===== config.mk =====
export PLATFORM = sky130hd
export DESIGN_NAME = hm_countdown
export DESIGN_NICKNAME = d
export VERILOG_FILES = /design/src/rtl/hmt_pkg.sv /design/src/rtl/hmt_prescaler.sv /design/src/rtl/hmt_ctrl.sv /design/src/rtl/hmt_clock.sv /design/src/rtl/hmt_bcd.sv /design/src/rtl/hm_countdown.sv
export SDC_FILE = /design/constraint.sdc
export NUM_CORES = 1
export LEC_CHECK = 0
export BUFFER_PORTS_ARGS = -buffer_cell sky130_fd_sc_hd__clkbuf_2
export CAP_MARGIN = 20
export CORE_UTILIZATION = 35
export CTS_CLUSTER_SIZE = 16
export DETAILED_ROUTE_END_ITERATION = 7
export GPL_TIMING_DRIVEN = 0
export HOLD_SLACK_MARGIN = 0.08
export PLACE_DENSITY = 0.56
export SLEW_MARGIN = 15
export SYNTH_ARGS = -nofsm -noshare
export SYNTH_HDL_FRONTEND = slang
export SYNTH_HIERARCHICAL = 1
export SYNTH_SLANG_ARGS = --single-unit

===== constraint.sdc =====
create_clock -name clk -period 2.85 [get_ports clk]
set_clock_uncertainty 0.05 [all_clocks]
set_input_delay 0.855 -clock clk [delete_from_list [all_inputs] [get_ports clk]]
set_output_delay 0.855 -clock clk [all_outputs]
set_load 0.02 [all_outputs]

===== src/rtl/hmt_pkg.sv =====
package hmt_pkg;
  typedef enum logic [1:0] {
    ST_SET_HR  = 2'd0,
    ST_SET_MIN = 2'd1,
    ST_RUN     = 2'd2,
    ST_HALT    = 2'd3
  } tmr_state_e;
endpackage


===== src/rtl/hmt_prescaler.sv =====
module hmt_prescaler #(
  parameter int TICK_CYCLES = 50_000_000
) (
  input  logic clk,
  input  logic rst,
  input  logic clr,
  input  logic en,
  output logic tick
);
  localparam int CW = (TICK_CYCLES > 2) ? $clog2(TICK_CYCLES) : 1;
  localparam logic [CW-1:0] LAST = CW'(TICK_CYCLES - 1);

  logic [CW-1:0] cnt;

  always_ff @(posedge clk) begin
    if (rst || clr)
      cnt <= '0;
    else if (en)
      cnt <= (cnt == LAST) ? '0 : cnt + 1'b1;
  end

  assign tick = en && (cnt == LAST);
endmodule


===== src/rtl/hmt_ctrl.sv =====
module hmt_ctrl
  import hmt_pkg::*;
(
  input  logic       clk,
  input  logic       rst,
  input  logic       step_press,
  input  logic       expire,
  output tmr_state_e state,
  output logic       done,
  output logic       start
);
  assign start = step_press && (state == ST_SET_MIN);

  always_ff @(posedge clk) begin
    if (rst) begin
      state <= ST_SET_HR;
      done  <= 1'b0;
    end else if (expire) begin
      state <= ST_HALT;
      done  <= 1'b1;
    end else if (step_press) begin
      case (state)
        ST_SET_HR:  state <= ST_SET_MIN;
        ST_SET_MIN: state <= ST_RUN;
        ST_RUN:     state <= ST_HALT;
        default: begin
          state <= ST_SET_HR;
          done  <= 1'b0;
        end
      endcase
    end
  end
endmodule


===== src/rtl/hmt_clock.sv =====
module hmt_clock
  import hmt_pkg::*;
#(
  parameter int MAX_HOURS = 24,
  parameter int HW = 5,
  parameter int MW = 6
) (
  input  logic          clk,
  input  logic          rst,
  input  tmr_state_e    state,
  input  logic          bump_press,
  input  logic          start,
  input  logic          tick,
  output logic [HW-1:0] hours,
  output logic [MW-1:0] minutes,
  output logic          expire
);
  localparam logic [HW-1:0] HMAX = HW'(MAX_HOURS);
  localparam logic [MW-1:0] MLAST = MW'(59);

  logic [MW-1:0] secs;

  assign expire = (state == ST_RUN) && (hours == '0) && (minutes == '0) && (secs == '0);

  always_ff @(posedge clk) begin
    if (rst) begin
      hours   <= '0;
      minutes <= '0;
      secs    <= '0;
    end else begin
      if (start)
        secs <= MLAST;
      else if (tick) begin
        if (secs != '0)
          secs <= secs - 1'b1;
        else if (minutes != '0) begin
          minutes <= minutes - 1'b1;
          secs    <= MLAST;
        end else if (hours != '0) begin
          hours   <= hours - 1'b1;
          minutes <= MLAST;
          secs    <= MLAST;
        end
      end
      if (bump_press) begin
        if (state == ST_SET_HR) begin
          if (hours == HMAX)
            hours <= '0;
          else begin
            hours <= hours + 1'b1;
            if (hours + 1'b1 == HMAX)
              minutes <= '0;
          end
        end else if (state == ST_SET_MIN && hours != HMAX) begin
          minutes <= (minutes == MLAST) ? '0 : minutes + 1'b1;
        end
      end
    end
  end
endmodule


===== src/rtl/hmt_bcd.sv =====
module hmt_bcd #(
  parameter int W = 6
) (
  input  logic [W-1:0] bin,
  output logic [7:0]   bcd
);
  logic [W-1:0] tens;
  logic [W-1:0] units;

  always_comb begin
    tens  = bin / W'(10);
    units = bin % W'(10);
    bcd   = {tens[3:0], units[3:0]};
  end
endmodule


===== src/rtl/hm_countdown.sv =====
module hm_countdown
  import hmt_pkg::*;
#(
  parameter int TICK_CYCLES = 50_000_000,
  parameter int MAX_HOURS   = 24
) (
  input  logic       clk,
  input  logic       rst,
  input  logic       step_press,
  input  logic       bump_press,
  output logic [7:0] hours_bcd,
  output logic [7:0] minutes_bcd,
  output logic [1:0] state_o,
  output logic       done
);
  localparam int HW = $clog2(MAX_HOURS + 1);
  localparam int MW = 6;

  tmr_state_e    state;
  logic          start;
  logic          expire;
  logic          tick;
  logic [HW-1:0] hours;
  logic [MW-1:0] minutes;

  hmt_ctrl u_ctrl (
    .clk(clk), .rst(rst), .step_press(step_press), .expire(expire),
    .state(state), .done(done), .start(start)
  );

  hmt_prescaler #(.TICK_CYCLES(TICK_CYCLES)) u_pre (
    .clk(clk), .rst(rst), .clr(start), .en(state == ST_RUN), .tick(tick)
  );

  hmt_clock #(.MAX_HOURS(MAX_HOURS), .HW(HW), .MW(MW)) u_time (
    .clk(clk), .rst(rst), .state(state), .bump_press(bump_press),
    .start(start), .tick(tick), .hours(hours), .minutes(minutes),
    .expire(expire)
  );

  hmt_bcd #(.W(HW)) u_hr_bcd  (.bin(hours),   .bcd(hours_bcd));
  hmt_bcd #(.W(MW)) u_min_bcd (.bin(minutes), .bcd(minutes_bcd));

  assign state_o = state;
endmodule


* Word level (Yosys, flattened, before mapping)
Index checks and enable logic that the tools add are counted.
** Cells by class
- $add $sub $neg :: 6
- Divide/modulo/power cells :: 4
- Equality and inequality tests :: 8
- Muxes and demuxes :: 31
- Reductions and logical operators :: 23
** Operators by type and width (count)
- 6-bit two-way mux :: 16
- 5-bit two-way mux :: 8
- 26-bit by 1-bit adder with 26-bit output (second input constant) :: 1
- 26-bit equality test (second input constant) :: 1
- 26-bit two-way mux :: 1
- 6-bit logical NOT :: 2
- 6-bit nonzero test :: 2
- 6-bit by 1-bit subtractor with 6-bit output (second input constant) :: 2
- 5-bit equality test (second input constant) :: 2
- 6-bit by 1-bit adder with 6-bit output (second input constant) :: 1
- 6-bit by 4-bit divider with 6-bit output (second input constant) :: 1
- 6-bit equality test (second input constant) :: 1
- 1-bit logical AND :: 6
- 6-bit by 4-bit remainder unit with 6-bit output (second input constant) :: 1
- 2-bit one-hot mux with 3 select lines :: 1
- 2-bit AND reduction :: 3
- 5-bit by 1-bit adder with 5-bit output (second input constant) :: 1
- 5-bit by 4-bit divider with 5-bit output (second input constant) :: 1
- 5-bit logical NOT :: 1
- 5-bit by 4-bit remainder unit with 5-bit output (second input constant) :: 1
- 5-bit inequality test (second input constant) :: 1
- 5-bit nonzero test :: 1
- 5-bit by 1-bit subtractor with 5-bit output (second input constant) :: 1
- 2-bit two-way mux :: 2
- other kinds (11) :: 14
** Word-level totals
- Flip-flop bits (word level) :: 46
- Input port bits :: 4
- Output and inout bits :: 19
- Logic and storage cells :: 79

* Depth between registers and ports, before layout
- Word-level depth :: 10
- Gate-level depth with buffers :: 12
- Mapped depth without buffers :: 9

* Cells and area by module
The synthesis kept the hierarchy.
** By module, submodules not included
- hmt_clock :: times used 1, cells an instance 173, area each 1370.1 µm², sequential area each 340.3 µm²
- hmt_prescaler :: times used 1, cells an instance 161, area each 1338.8 µm², sequential area each 520.5 µm²
- hmt_bcd at u_min_bcd :: times used 1, cells an instance 53, area each 346.6 µm², sequential area each 0.0 µm²
- hmt_ctrl :: times used 1, cells an instance 18, area each 183.9 µm², sequential area each 60.1 µm²
- hmt_bcd at u_hr_bcd :: times used 1, cells an instance 23, area each 132.6 µm², sequential area each 0.0 µm²
- hm_countdown :: times used 1, cells an instance 1, area each 13.8 µm², sequential area each 0.0 µm²

* Worst setup path before layout
Ideal clock, no wire load.
- Kind :: flip-flop to flip-flop
- Start point :: reg u_ctrl.state[1]
- End point :: reg u_time.hours[3]
- Setup time :: 0.074 ns
- Data arrival time :: 2.693 ns
- Data required time :: 2.726 ns
- Path slack :: 0.032 ns
- Stages on the path, launching flop included :: 13
- Buffers on the path :: 3
- Clock period less this slack :: 2.818 ns
- Cells stage by stage :: dfxtp_1 > nor2b_4 > buf_4 > and4_2 > clkbuf_1 > nand4_1 > nor3_1 > nor2b_2 > and3_1 > buf_6 > nand3_4 > or3_1 > a31oi_1
** Between the ends
- Word-level cells in the longest chain between the ends :: 6
- Elaborated cells on any way between the ends :: 9
- Classes of those cells :: eq/ne: 2; mux: 4; reduce/logical: 3
** Ends and longest elaborated chain
- start, declared :: line hmt_ctrl.sv:8 : output tmr_state_e state,
- start signal, assigned :: line hmt_ctrl.sv:16 : state <= ST_SET_HR;
- start signal, assigned :: line hmt_ctrl.sv:19 : state <= ST_HALT;
- start signal, assigned :: line hmt_ctrl.sv:23 : ST_SET_HR: state <= ST_SET_MIN;
- 2-bit equality test * :: line hm_countdown.sv:32 : .clk(clk), .rst(rst), .clr(start), .en(state == ST_RUN), .tick(tick)
- 1-bit logical AND * :: line hmt_prescaler.sv:22 : assign tick = en && (cnt == LAST);
- net tick :: line hm_countdown.sv:22 : logic tick;
- 5-bit two-way mux * :: line hmt_clock.sv:33 : else if (tick) begin
- 5-bit two-way mux * :: line hmt_clock.sv:31 : if (start)
- 5-bit two-way mux :: line hmt_clock.sv:46 : if (state == ST_SET_HR) begin
- 5-bit two-way mux * :: line hmt_clock.sv:45 : if (bump_press) begin
- end signal, assigned :: line hmt_clock.sv:40 : hours <= hours - 1'b1;
- end signal, assigned :: line hmt_clock.sv:50 : hours <= hours + 1'b1;
- end, declared :: line hmt_clock.sv:14 : output logic [HW-1:0] hours,
Mark *: on every way through the listed nets, which the timed path passes. The rest lies on a longest branch.
A chain may end at the register's enable or synchronous reset.

* Worst setup path after layout
- Start point :: reg u_time.minutes[3]
- End point :: out minutes_bcd[2]
** Between the ends
- Word-level cells in the longest chain between the ends :: 1
** Ends and longest elaborated chain
- start, declared :: line hmt_clock.sv:15 : output logic [MW-1:0] minutes,
- start signal, assigned :: line hmt_clock.sv:37 : minutes <= minutes - 1'b1;
- start signal, assigned :: line hmt_clock.sv:55 : minutes <= (minutes == MLAST) ? '0 : minutes + 1'b1;
- 6-bit by 4-bit remainder unit with 6-bit output :: line hmt_bcd.sv:12 : units = bin % W'(10);
- end, declared :: line hm_countdown.sv:12 : output logic [7:0] minutes_bcd,
Every way passes these cells.

==> metrics.txt <==
vias in the first global route 2937; worst-skew pair later-pin latency 0.30 ns; synthesized area 3390 um2; max cap viols 0; outcome complete, but fails checks; critical path required time between 1.5 and 2 ns; Vias 3220; clk buf depth 2; Die X 100 um; critical path arrival ~2 ns; Worst VDD drop 0.165 mV; hold worst-path end u_pre/cnt[22]; top cell type's share of synthesized area 27.2%; Post-synth ARST share 0%; Sequential Area 932 um2; Ant. Diodes 0; worst slew pin tran 0.788 ns; gr ovfl total 0; routed length per instance 13.5 um; Initial Utilization 36.5%; share of layout cells above drive strength 1 19.0%; relative slew slack a little under half; core area 9280 um2; Reg2Reg Setup Slack 0.14 ns; I/O pin total 23; final hold viol count 0; multi-input logic area 2260 um2; dpl ws -0.308 ns; PD cells a little over 400 nW/um2; WL final 7900 um; DP HPWL between 5000 and 6000 um; worst hold start u_pre/cnt[22]; Die H 100 um; number of H-tree levels 2; RSZ-0062 raised after global routing yes; PnR Total Power about 1.5 mW; Syn Inst Count 429; number of synthesized flops with an enable pin 0; synth warn 6; DRT iter0 DRCs 119; Max Clock Freq 0.338 GHz; crit path capture type output pin; worst r2r src u_ctrl/state[1]; Final ANT Viol Nets 0; crit-path max FO 5; All-Layer GR Usage between 10% and 20%; hold path depth 2; Max Slew Vio Count 0; Final period util 104%; TritonCTS clock tree yes; crit path kind register to output pin; # DRC 0; Port Buf Inserts 19; Final Worst Setup Slack -0.106 ns; register area share after synthesis a little over a quarter; Placement Cell Area ~3600 um2; area leader, netlist dfxtp_1; CTS Root Cell clkbuf_8; clk slew on worst S/H paths 0.10 ns; antenna violations before repair 0; gpl congestion between 0.8 and 0.9; clock sink total 46; syn_area_per_cell 7.89 um2; synth top area cells dfxtp_1, ha_1, a21oi_1; Final Critical Period between 2 and 3 ns; first-pass GRT wire length 13800 um; CTS Hold Buffers Added 0; nets 476; capturing point of the worst reg2reg path u_time/hours[3]; Critical Path Source Type register; library cells used by synthesis 74; Main synth FF type dfxtp_1; worst min-delay path class register to register; final instance area 3790 um2; FF-to-FF path depth 11; TritonRoute pass-1 iters 4; #FFs+latches synth 46; largest net degree at the start of global routing 14; Final setup viols 2; # fillers 971; cts bufs inserted 5; row count 35; failing checks setup timing; Static Leak ~1.4 nW; die area 10100 um2; Area Growth Syn to Fin 12.0%; vias per cell 5.49
-- timing repair --
item,CTS,global route
buffers inserted,3,0
pin swaps,2,0
gates resized for setup,15,6
setup endpoints to repair,13,9
-- through the flow --
step                TNS, ns  hold WS [ns]  utilization (%)  cells
finish               -0.123         0.436             40.9    586
floorplan                 0         0.399                -    430
global placement      -2.88         0.416             39.3    578
detailed placement    -2.48         0.423             39.3    578
global route         -0.393         0.479             40.9    586
CTS                  -0.140         0.436             40.7    586
-- sequential cells by signal (all words and copies together) (netlist names) --
name,flops
u_ctrl/done,1
u_pre/cnt,26
u_time/hours,5
u_time/minutes,6
u_ctrl/state,2
u_time/secs,6
-- worst max-delay path by stage --
stage / slack, ns / end / cells after the start / start
floorplan: 0.03 / u_time/hours[3] / 12 / u_ctrl/state[1]
global placement: -0.36 / u_time/hours[3] / 12 / u_ctrl/state[1]
detailed placement: -0.31 / u_time/hours[3] / 12 / u_ctrl/state[1]
CTS: -0.11 / minutes_bcd[2] / 7 / u_time/minutes[3]
global route: -0.22 / minutes_bcd[2] / 7 / u_time/minutes[3]
finish: -0.11 / minutes_bcd[2] / 7 / u_time/minutes[3]
-- cell usage after synthesis, drive strengths merged (11+ instances only) --
library cell  count
xor2             11
buf              20
or3              15
ha               15
dfxtp            46
nand3            23
inv              17
nand2            34
nor2             35
a21oi            25
o21ai            22
nor3             17
nand4            18
-- cell families (layout without fill, tap and decap cells) --
logic type                 count (synthesis)  after routing  synth area share [%]
muxes                                      4              4                  1.18
AOI/OAI and AO/OA                         97             97                  18.9
xor gates and xnor gates                  21             21                  5.43
adders and majority gates                 15             15                  5.54
DFF                                       46             46                  27.2
and+or+nand+nor                          199            199                  34.2
other                                      2              3                 0.222
buffers and inverters                     45             72                  7.35
-- critical path, stage by stage (launching register included) --
cell      delay (ns)
dfxtp_4         0.37
or2b_4          0.27
o211ai_1        0.15
o21ai_1         0.10
ha_2            0.32
a41oi_1         0.04
or3_1           0.34
clkbuf_8        0.16
-- report_power, final --
part	internal [mW]	switching, mW
registers	0.667	0.0473
clock network	0.169	0.228
logic	0.182	0.254
total	1.02	0.529
-- final cells by class --
type / count / area share, %
buffer: 26 / 4.49
clock buffer: 6 / 1.91
clock inverter: 1 / 0.198
inverter: 17 / 1.68
multi-input combinational: 339 / 59.5
sequential: 46 / 24.6
tap: 129 / 4.25
timing repair buffer: 22 / 3.40
-- routing by layer --
metal / routed length [um] / vias up / GRT usage, %
met5: 0 / - / 0
met1: 3860 / 1536 / 22.0
li1: - / 1630 / -
met2: 3700 / 46 / 28.2
met4: 89 / 0 / 4.68
met3: 242 / 8 / 2.44
-- cells in the final DEF, fill, tap and decap left out, types with 9 or more instances in the layout --
cell / count
dfxtp_1: 41
nor2_1: 32
nand2_1: 32
a21oi_1: 25
nand3_1: 21
o21ai_0: 19
clkbuf_2: 18
inv_1: 17
nand4_1: 17
nor3_1: 14
ha_1: 14
or3_1: 13
buf_4: 11
xor2_1: 11
xnor2_1: 9
or4_1: 9
Power figures use the tool's default switching activity.
